## src/rtl/uart_chan_pkg.sv

```systemverilog
package uart_chan_pkg;
  typedef enum logic [1:0] {PTR_MR0 = 2'd0, PTR_MR1 = 2'd1, PTR_MR2 = 2'd2} mr_ptr_e;

  localparam logic [1:0] OFS_MODE = 2'd0;
  localparam logic [1:0] OFS_STAT = 2'd1;
  localparam logic [1:0] OFS_CMD  = 2'd2;
  localparam logic [1:0] OFS_DATA = 2'd3;

  localparam logic [3:0] CMD_PTR_MR1 = 4'h1;
  localparam logic [3:0] CMD_RX_RST  = 4'h2;
  localparam logic [3:0] CMD_TX_RST  = 4'h3;
  localparam logic [3:0] CMD_ERR_RST = 4'h4;
  localparam logic [3:0] CMD_CHG_RST = 4'h5;
  localparam logic [3:0] CMD_BRK_ON  = 4'h6;
  localparam logic [3:0] CMD_BRK_OFF = 4'h7;
  localparam logic [3:0] CMD_PTR_MR0 = 4'hB;

  typedef struct packed {
    logic rx_rst;
    logic tx_rst;
    logic err_rst;
    logic chg_rst;
    logic brk_on;
    logic brk_off;
  } strobe_t;
endpackage

```

## src/rtl/uart_cmd_dec.sv

```systemverilog
module uart_cmd_dec
  import uart_chan_pkg::*;
#(
  parameter int DW   = 8,
  parameter int NDIR = 2
) (
  input  logic            clk_i,
  input  logic            rst_ni,
  input  logic            cmd_wr_i,
  input  logic [DW-1:0]   cmd_i,
  output logic [NDIR-1:0] en_o,
  output strobe_t         strb_o,
  output logic            ptr_mr1_o,
  output logic            ptr_mr0_o
);
  localparam int CW = 4;
  logic [CW-1:0] code;
  assign code = cmd_i[DW-1 -: CW];

  // dir 0 = receiver, dir 1 = transmitter; disable and reset dominate enable
  for (genvar g = 0; g < NDIR; g++) begin : g_dir
    logic en_q, kill, set;
    assign kill = cmd_wr_i && (cmd_i[2*g+1] || code == ((g == 0) ? CMD_RX_RST : CMD_TX_RST));
    assign set  = cmd_wr_i && cmd_i[2*g];
    always_ff @(posedge clk_i or negedge rst_ni) begin
      if (!rst_ni)   en_q <= 1'b0;
      else if (kill) en_q <= 1'b0;
      else if (set)  en_q <= 1'b1;
    end
    assign en_o[g] = en_q;
  end

  always_ff @(posedge clk_i or negedge rst_ni) begin
    if (!rst_ni) begin
      strb_o <= '0;
    end else begin
      strb_o.rx_rst  <= cmd_wr_i && code == CMD_RX_RST;
      strb_o.tx_rst  <= cmd_wr_i && code == CMD_TX_RST;
      strb_o.err_rst <= cmd_wr_i && code == CMD_ERR_RST;
      strb_o.chg_rst <= cmd_wr_i && code == CMD_CHG_RST;
      strb_o.brk_on  <= cmd_wr_i && code == CMD_BRK_ON;
      strb_o.brk_off <= cmd_wr_i && code == CMD_BRK_OFF;
    end
  end

  assign ptr_mr1_o = cmd_wr_i && code == CMD_PTR_MR1;
  assign ptr_mr0_o = cmd_wr_i && code == CMD_PTR_MR0;
endmodule

```

## src/rtl/uart_mode_regs.sv

```systemverilog
module uart_mode_regs
  import uart_chan_pkg::*;
#(
  parameter int DW = 8
) (
  input  logic          clk_i,
  input  logic          rst_ni,
  input  logic          mode_wr_i,
  input  logic [DW-1:0] wdata_i,
  input  logic          ptr_mr1_i,
  input  logic          ptr_mr0_i,
  output logic [DW-1:0] mr0_o,
  output logic [DW-1:0] mr1_o,
  output logic [DW-1:0] mr2_o,
  output logic [DW-1:0] cur_o
);
  mr_ptr_e ptr_q;

  always_ff @(posedge clk_i or negedge rst_ni) begin
    if (!rst_ni) begin
      ptr_q <= PTR_MR1;
      mr0_o <= '0;
      mr1_o <= '0;
      mr2_o <= '0;
    end else if (ptr_mr1_i) begin
      ptr_q <= PTR_MR1;
    end else if (ptr_mr0_i) begin
      ptr_q <= PTR_MR0;
    end else if (mode_wr_i) begin
      unique case (ptr_q)
        PTR_MR0: begin mr0_o <= wdata_i; ptr_q <= PTR_MR1; end
        PTR_MR1: begin mr1_o <= wdata_i; ptr_q <= PTR_MR2; end
        default: mr2_o <= wdata_i;
      endcase
    end
  end

  always_comb begin
    unique case (ptr_q)
      PTR_MR0: cur_o = mr0_o;
      PTR_MR1: cur_o = mr1_o;
      default: cur_o = mr2_o;
    endcase
  end
endmodule

```

## src/rtl/uart_read_mux.sv

```systemverilog
module uart_read_mux
  import uart_chan_pkg::*;
#(
  parameter int DW     = 8,
  parameter int ADDR_W = 2
) (
  input  logic              clk_i,
  input  logic              rst_ni,
  input  logic              rd_i,
  input  logic [ADDR_W-1:0] addr_i,
  input  logic [DW-1:0]     status_i,
  input  logic [DW-1:0]     mode_i,
  input  logic [DW-1:0]     ctrl_i,
  input  logic [DW-1:0]     rx_data_i,
  output logic [DW-1:0]     rdata_o,
  output logic              rx_pop_o
);
  always_ff @(posedge clk_i or negedge rst_ni) begin
    if (!rst_ni) begin
      rdata_o  <= '0;
      rx_pop_o <= 1'b0;
    end else begin
      rx_pop_o <= rd_i && addr_i == ADDR_W'(OFS_DATA);
      if (rd_i) begin
        if      (addr_i == ADDR_W'(OFS_MODE)) rdata_o <= mode_i;
        else if (addr_i == ADDR_W'(OFS_STAT)) rdata_o <= status_i;
        else if (addr_i == ADDR_W'(OFS_CMD))  rdata_o <= ctrl_i;
        else                                  rdata_o <= rx_data_i;
      end
    end
  end
endmodule

```

## src/rtl/uart_chan_regs.sv

```systemverilog
module uart_chan_regs
  import uart_chan_pkg::*;
#(
  parameter int DW     = 8,
  parameter int ADDR_W = 2
) (
  input  logic              clk_i,
  input  logic              rst_ni,
  input  logic [ADDR_W-1:0] addr_i,
  input  logic              wr_i,
  input  logic              rd_i,
  input  logic [DW-1:0]     wdata_i,
  output logic [DW-1:0]     rdata_o,
  input  logic              rx_rdy_i,
  input  logic              fifo_full_i,
  input  logic              tx_rdy_i,
  input  logic              tx_empty_i,
  input  logic              overrun_i,
  input  logic              par_err_i,
  input  logic              frm_err_i,
  input  logic              rx_brk_i,
  input  logic [DW-1:0]     rx_data_i,
  output logic              rx_en_o,
  output logic              tx_en_o,
  output logic              rx_reset_o,
  output logic              tx_reset_o,
  output logic              err_reset_o,
  output logic              brk_chg_reset_o,
  output logic              brk_start_o,
  output logic              brk_stop_o,
  output logic [1:0]        char_len_o,
  output logic [2:0]        parity_mode_o,
  output logic [3:0]        stop_sel_o,
  output logic [2:0]        baud_ext_o,
  output logic              fifo_en_o,
  output logic              tx_half_lvl_o,
  output logic [DW-1:0]     clk_sel_o,
  output logic              tx_push_o,
  output logic [DW-1:0]     tx_data_o,
  output logic              rx_pop_o
);
  localparam int NDIR = 2;

  logic            cmd_wr, mode_wr, ptr_mr1, ptr_mr0;
  logic [NDIR-1:0] en;
  strobe_t         strb;
  logic [DW-1:0]   mr0, mr1, mr2, mr_cur, status, ctrl;

  assign cmd_wr  = wr_i && addr_i == ADDR_W'(OFS_CMD);
  assign mode_wr = wr_i && addr_i == ADDR_W'(OFS_MODE);

  uart_cmd_dec #(.DW(DW), .NDIR(NDIR)) u_cmd (
    .clk_i, .rst_ni, .cmd_wr_i(cmd_wr), .cmd_i(wdata_i),
    .en_o(en), .strb_o(strb), .ptr_mr1_o(ptr_mr1), .ptr_mr0_o(ptr_mr0)
  );

  uart_mode_regs #(.DW(DW)) u_mode (
    .clk_i, .rst_ni, .mode_wr_i(mode_wr), .wdata_i,
    .ptr_mr1_i(ptr_mr1), .ptr_mr0_i(ptr_mr0),
    .mr0_o(mr0), .mr1_o(mr1), .mr2_o(mr2), .cur_o(mr_cur)
  );

  assign status = DW'({rx_brk_i, frm_err_i, par_err_i, overrun_i,
                       tx_empty_i, tx_rdy_i, fifo_full_i, rx_rdy_i});
  assign ctrl   = DW'(en);

  uart_read_mux #(.DW(DW), .ADDR_W(ADDR_W)) u_rd (
    .clk_i, .rst_ni, .rd_i, .addr_i, .status_i(status), .mode_i(mr_cur),
    .ctrl_i(ctrl), .rx_data_i, .rdata_o, .rx_pop_o
  );

  always_ff @(posedge clk_i or negedge rst_ni) begin
    if (!rst_ni) begin
      clk_sel_o <= '0;
      tx_data_o <= '0;
      tx_push_o <= 1'b0;
    end else begin
      tx_push_o <= wr_i && addr_i == ADDR_W'(OFS_DATA);
      if (wr_i && addr_i == ADDR_W'(OFS_DATA)) tx_data_o <= wdata_i;
      if (wr_i && addr_i == ADDR_W'(OFS_STAT)) clk_sel_o <= wdata_i;
    end
  end

  assign rx_en_o         = en[0];
  assign tx_en_o         = en[1];
  assign rx_reset_o      = strb.rx_rst;
  assign tx_reset_o      = strb.tx_rst;
  assign err_reset_o     = strb.err_rst;
  assign brk_chg_reset_o = strb.chg_rst;
  assign brk_start_o     = strb.brk_on;
  assign brk_stop_o      = strb.brk_off;
  assign char_len_o      = mr1[1:0];
  assign parity_mode_o   = mr1[4:2];
  assign stop_sel_o      = mr2[3:0];
  assign baud_ext_o      = mr0[2:0];
  assign fifo_en_o       = mr0[3];
  assign tx_half_lvl_o   = mr0[4];
endmodule

```

## config.mk

```make
export PLATFORM = sky130hd
export DESIGN_NAME = uart_chan_regs
export DESIGN_NICKNAME = d
export VERILOG_FILES = /design/src/rtl/uart_chan_pkg.sv /design/src/rtl/uart_cmd_dec.sv /design/src/rtl/uart_mode_regs.sv /design/src/rtl/uart_read_mux.sv /design/src/rtl/uart_chan_regs.sv
export SDC_FILE = /design/constraint.sdc
export NUM_CORES = 1
export LEC_CHECK = 0
export CORE_MARGIN = 2
export CORE_UTILIZATION = 45
export CTS_CLUSTER_DIAMETER = 60
export DETAILED_ROUTE_END_ITERATION = 10
export GPL_ROUTABILITY_DRIVEN = 1
export PLACE_DENSITY_LB_ADDON = 0.1
export SYNTH_ARGS = -nofsm -noshare
export SYNTH_HDL_FRONTEND = slang
export SYNTH_SLANG_ARGS = --single-unit
```

## constraint.sdc

```tcl
create_clock -name clk_i -period 1.8 [get_ports clk_i]
set_input_delay 0.36 -clock clk_i [delete_from_list [all_inputs] [get_ports clk_i]]
set_output_delay 0.36 -clock clk_i [all_outputs]
set_load 0.005 [all_outputs]
```

# --- After elaboration in Yosys (flattened, before gate mapping) ---
# Cells that the tools add are included.
word_totals:
  reg_bits: 60
  inputBits: 30
  wordCells: 74
classes:
  eq_ne: 12
  n_mux: 12
  bitwise: 3
  reduce_logical: 30
op_table:
  columns: ["operator", "count"]
  rows:
  - ["8-bit 2-to-1 mux", 3]
  - ["1-bit logical AND", 17]
  - ["4-bit by 3-bit equality test with 1-bit output, second input constant", 4]
  - ["8-bit one-hot mux with 2 select lines", 1]
  - ["4-bit AND reduction", 3]
  - ["4-bit by 2-bit equality test with 1-bit output, second input constant", 2]
  - ["2-bit 2-to-1 mux", 3]
  - ["2-bit by 1-bit equality test with 1-bit output, second input constant", 2]
  - ["2-bit equality test, second input constant", 2]
  - ["4-bit by 1-bit equality test with 1-bit output, second input constant", 1]
  - ["4-bit equality test, second input constant", 1]
  - ["2-bit logical NOT", 2]
  - ["1-bit 2-to-1 mux", 4]
  - ["2-bit one-hot mux with 2 select lines", 1]
  - ["2-bit nonzero test", 2]
  - ["4-bit nonzero test", 1]
  - ["1-bit NOT", 3]
  - ["3-bit nonzero test", 1]
  - ["1-bit logical OR", 2]
  - ["2-bit AND reduction", 1]
  - ["2-bit OR reduction", 1]

# --- Logic depth before layout (Yosys ltp) ---
depth:
  word_depth: 5
  ltp_mapped: 6

# --- Hierarchy ---
# A second synthesis with hierarchy kept.
hier_totals:
  hier_cells: 205
  area_unflattened_um2: 2800.2
modules_own_cells:
  columns: ["mod", "instances", "cells_per_inst", "area_each_um2"]
  rows:
  - ["uart_mode_regs", 1, 88, 1209.9]
  - ["uart_chan_regs", 1, 39, 668.1]
  - ["uart_read_mux", 1, 48, 561.8]
  - ["uart_cmd_dec", 1, 30, 360.3]

# --- Worst setup path before layout ---
# Ideal clock, no wire load.
synth_timing:
  path_type: "input to register"
  start: "in addr_i[0]"
  end: "reg u_mode.mr0_o[0]"
  arrival_ps: 1434
  required_time_ps: 1675
  path_slack_ps: 242
  path_stages: 5
  path_buffers: 2
  path_cell_list: "buf_6 -> nor4b_4 -> and2b_1 -> buf_6 -> mux2_2"
synth_between:
  elab_chain_len: 5
synth_lines:
  columns: ["item", "line_no", "source"]
  rows:
  - ["start, declared", "uart_chan_regs.sv:9", "input logic [ADDR_W-1:0] addr_i,"]
  - ["2-bit equality test", "uart_chan_regs.sv:49", "assign cmd_wr = wr_i && addr_i == ADDR_W'(OFS_CMD);"]
  - ["1-bit logical AND", "uart_chan_regs.sv:49", null]
  - ["1-bit logical AND (on tied branches)", "uart_cmd_dec.sv:47, uart_cmd_dec.sv:46", null]
  - ["1-bit NOT (no source line)", null, null]
  - ["4-bit AND reduction (no source line) (*)", null, null]
  - ["end signal, assigned", "uart_mode_regs.sv:22", "mr0_o <= '0;"]
  - ["end signal, assigned", "uart_mode_regs.sv:31", "PTR_MR0: begin mr0_o <= wdata_i; ptr_q <= PTR_MR1; end"]
  - ["end, declared", "uart_mode_regs.sv:12", "output logic [DW-1:0] mr0_o,"]
# Mark *: on every way between the ends. The rest lies on a longest branch, timed or not.
# A chain may end at the register's enable or synchronous reset.

# --- Worst setup path in the final report ---
layout_timing:
  start: "in addr_i[0]"
  end: "reg u_mode.mr0_o[4]"
# The elaborated chain is that of the path after synthesis.

==> flow_summary_export.csv <==
group,metric,value,unit
run,drv_cap,0,
logic_synthesis,yosysWarnings,0,
logic_synthesis,synth_fa_ha_area_share,0,%
worst_setup_path,rr_startpoint,"u_mode.ptr_q[1]",
worst_setup_path,cp_max_fo,8,
logic_synthesis,synth_mux_area_share,21.3,%
pwr,power_leakage,1.76,nW
logic_synthesis,yosysSeqAreaShare,54.9,%
pwr,p_per_area,1160,nW/µm²
clock_network,clk_pin_slew,0.07,ns
timing,finalSetupViolCount,0,
worst_setup_path,reg2reg_depth,4,
global_routing,grt-ovfl-total,0,
clock_network,cts_root_buf,"clkbuf_8",
clock_network,cts_resized,0,
clock_network,clock_sinks,60,
floorplanning,die_h,82.0,µm
floorplanning,initial_core_util,46.5,%
worst_setup_path,worst-setup-path-type,"primary input to flip-flop",
drt,drt_wl_total,6.54,mm
drt,wl_per_cell,16.6,µm
worst_setup_path,cp.arrival,1.92,ns
clock_network,postCtsSetupBuffers,0,
final_layout,antenna_cells,0,
clock_network,clockBufferDepth,2,
global_routing,grt_pass1_wl,10.5,mm
global_routing,grt_usage,21.7,%
timing,timing.final.crit_share,94.5,%
logic_synthesis,synth_top_family_by_area,"multiplexers",
logic_synthesis,synth_area,2740,µm²
final_layout,drive_gt1_share,27.0,%
clock_network,cts_hold_buf,0,
clock_network,h-tree-depth,3,
final_layout,mostFrequentLayoutCells,"clkdlybuf4s50_1, dfrtp_1, mux2_2, buf_4, nand2_1",
floorplanning,core_area,5890,µm²
timing,fin_skew,0.00787,ns
logic_synthesis,synth.ff_latch_count,60,
outcome,outcome,"complete, no violations",
worst_setup_path,end_kind,"flip-flop",
clock_network,tritoncts,"built",
logic_synthesis,yosys.area_share.simple,9.87,%
global_routing,grt_pass1_vias,2056,
final_layout,fin_area,3880,µm²
worst_setup_path,rrSetupSlack,0.25,ns
clock_network,cts_buffers,9,
timing,finalHoldViolCount,0,
place,dp_hpwl,4.84,mm
global_routing,antenna_found_initial,0,
min_path,holdCritPathClass,"primary input to async pin",
final_layout,syn_to_final_growth,41.5,%
timing,post-route-min-period,1.70,ns
logic_synthesis,netlist_instances,224,
timing,report.final.slew_viol_count,0,
drt,ant_nets,0,
drt,first_iter_violations,110,
timing,relSlewSlack,60.6,%
timing,worst_slew_pin_slew,0.589,ns
logic_synthesis,synth-xor-area-share,0.320,%
floorplanning,die_x,82.0,µm
worst_setup_path,r2r-end,"u_mode.mr0_o[4]",
worst_setup_path,start_kind,"primary input",
drt,drc_errors,0,
logic_synthesis,synth_cell_types,31,
logic_synthesis,syn_avg_cell_area,12.2,µm²
place,place_area,3640,µm²
place,gp_congestion,0.773,
floorplanning,die_area,6730,µm²
drt,avgViaCountPerCell,5.04,
final_layout,final_core_util,65.9,%
logic_synthesis,synth.net_count,254,
worst_setup_path,required,2.02,ns
timing,rsz0062_at_grt,"false",
drt,vias,1986,
floorplanning,rows,28,
drt,drt_first_pass_iters,4,
final_layout,final_common_cell,"clkdlybuf4s50_1",
worst_setup_path,crit_start,"addr_i[0]",
timing,fmax,0.588,GHz
final_layout,fin_nets,344,
pwr,vdd_drop_max,0.751,mV
floorplanning,io_pins,78,
logic_synthesis,synth_compound_area_share,6.76,%
clock_network,worstSkewPairLatency,0.34,ns
place,portBuffers,77,
final_layout,fillCellCount,470,
global_routing,grt_max_degree,26,
==> worst max-delay path, stage by stage <==
cell and delay, ns:
clkdlybuf4s50_1 0.39, buf_4 0.17, nor4b_4 0.31, and2b_1 0.21
buf_4 0.15, mux2_2 0.32
==> state kept, by name, summed over array words and instances, names as in the netlist <==
register	flops
clk_sel_o	8
tx_data_o	8
u_mode.mr0_o	8
u_mode.mr1_o	8
u_mode.mr2_o	8
u_rd.rdata_o	8
u_cmd.strb_o	6
u_cmd.g_dir.en_q	2
u_mode.ptr_q	2
tx_push_o	1
u_rd.rx_pop_o	1
==> cell usage after synthesis <==
library cell  number  area share, %
a211o_1            1           0.32
a21o_1             2           0.55
a21oi_1            5           0.91
a22o_1             1           0.32
a31oi_1            6            1.4
and2_1             1           0.23
and2b_1            1           0.27
and3_1             2           0.46
and3b_1            1           0.32
buf_2              4           0.73
buf_4             15            4.1
buf_6              2           0.82
clkbuf_1           3           0.41
dfrtp_1           59             54
dfstp_2            1           0.96
inv_1              6           0.82
mux2_2            40             16
mux2i_1            8            2.9
mux4_1             2            1.9
nand2_1           21            2.9
nand2_2            1           0.23
nand2b_1           2           0.46
nand3_1            3           0.55
nand3b_1           2           0.55
nor2_1            11            1.5
nor3_1             6            1.1
nor3b_2            1           0.46
nor4b_4            1           0.87
o211ai_1           6            1.6
o21ai_0            9            1.6
xnor2_1            1           0.32
==> per-stage QoR <==
step	hold WS (ns)	cells	total power [mW]	TNS [ns]	worst slack, ns
2_1_floorplan	0.0644	224	2.51	0	0.242
3_3_place_gp	0.388	378	3.08	-5.34	-0.206
3_5_place_dp	0.392	378	3.11	-5.91	-0.232
4_1_cts	0.0217	394	4.54	0	0.128
5_1_grt	0.0412	394	4.73	0	0.0656
6_report	0.0171	394	4.50	0	0.0991
==> layer usage <==
layer / GRT usage, % / up-vias / wire, µm
li1: - / 949 / -
met1: 27.4 / 972 / 2870
met2: 33.7 / 56 / 3230
met3: 7.58 / 9 / 362
met4: 9.67 / 0 / 73
met5: 0 / - / 0
==> report_power, final <==
group,switching [mW],internal (mW),total [mW]
clock network,0.526,0.894,1.42
logic,0.416,0.766,1.18
registers,0.236,1.66,1.90
==> kinds of logic (layout without fill, tap and decap cells) <==
group,after synthesis,count (layout)
XOR/XNOR,1,1
flip-flops,60,60
buffers and inverters,30,125
AND/OR/NAND/NOR,53,53
AO/OA/AOI/OAI,30,30
multiplexers,50,50
==> worst max path at each step <==
stage	end	slack (ns)	depth (start not counted)
6_report	u_mode.mr0_o[4]	0.1	6
4_1_cts	u_mode.mr0_o[4]	0.13	6
2_1_floorplan	u_mode.mr0_o[0]	0.24	5
5_1_grt	u_mode.mr0_o[6]	0.07	6
3_5_place_dp	u_mode.mr0_o[3]	-0.23	6
3_3_place_gp	u_mode.mr0_o[4]	-0.21	6
==> cell type report <==
cell class | count | area, µm² | share of cell area [%]
Clock inverter | 3 | 67.6 | 1.74
Multi-Input combinational cell | 134 | 1050 | 27.0
Inverter | 6 | 22.5 | 0.581
Timing Repair Buffer | 103 | 973 | 25.1
Sequential cell | 60 | 1500 | 38.8
Clock buffer | 13 | 169 | 4.36
Tap cell | 75 | 93.8 | 2.42
Power figures use the tool's default switching activity.
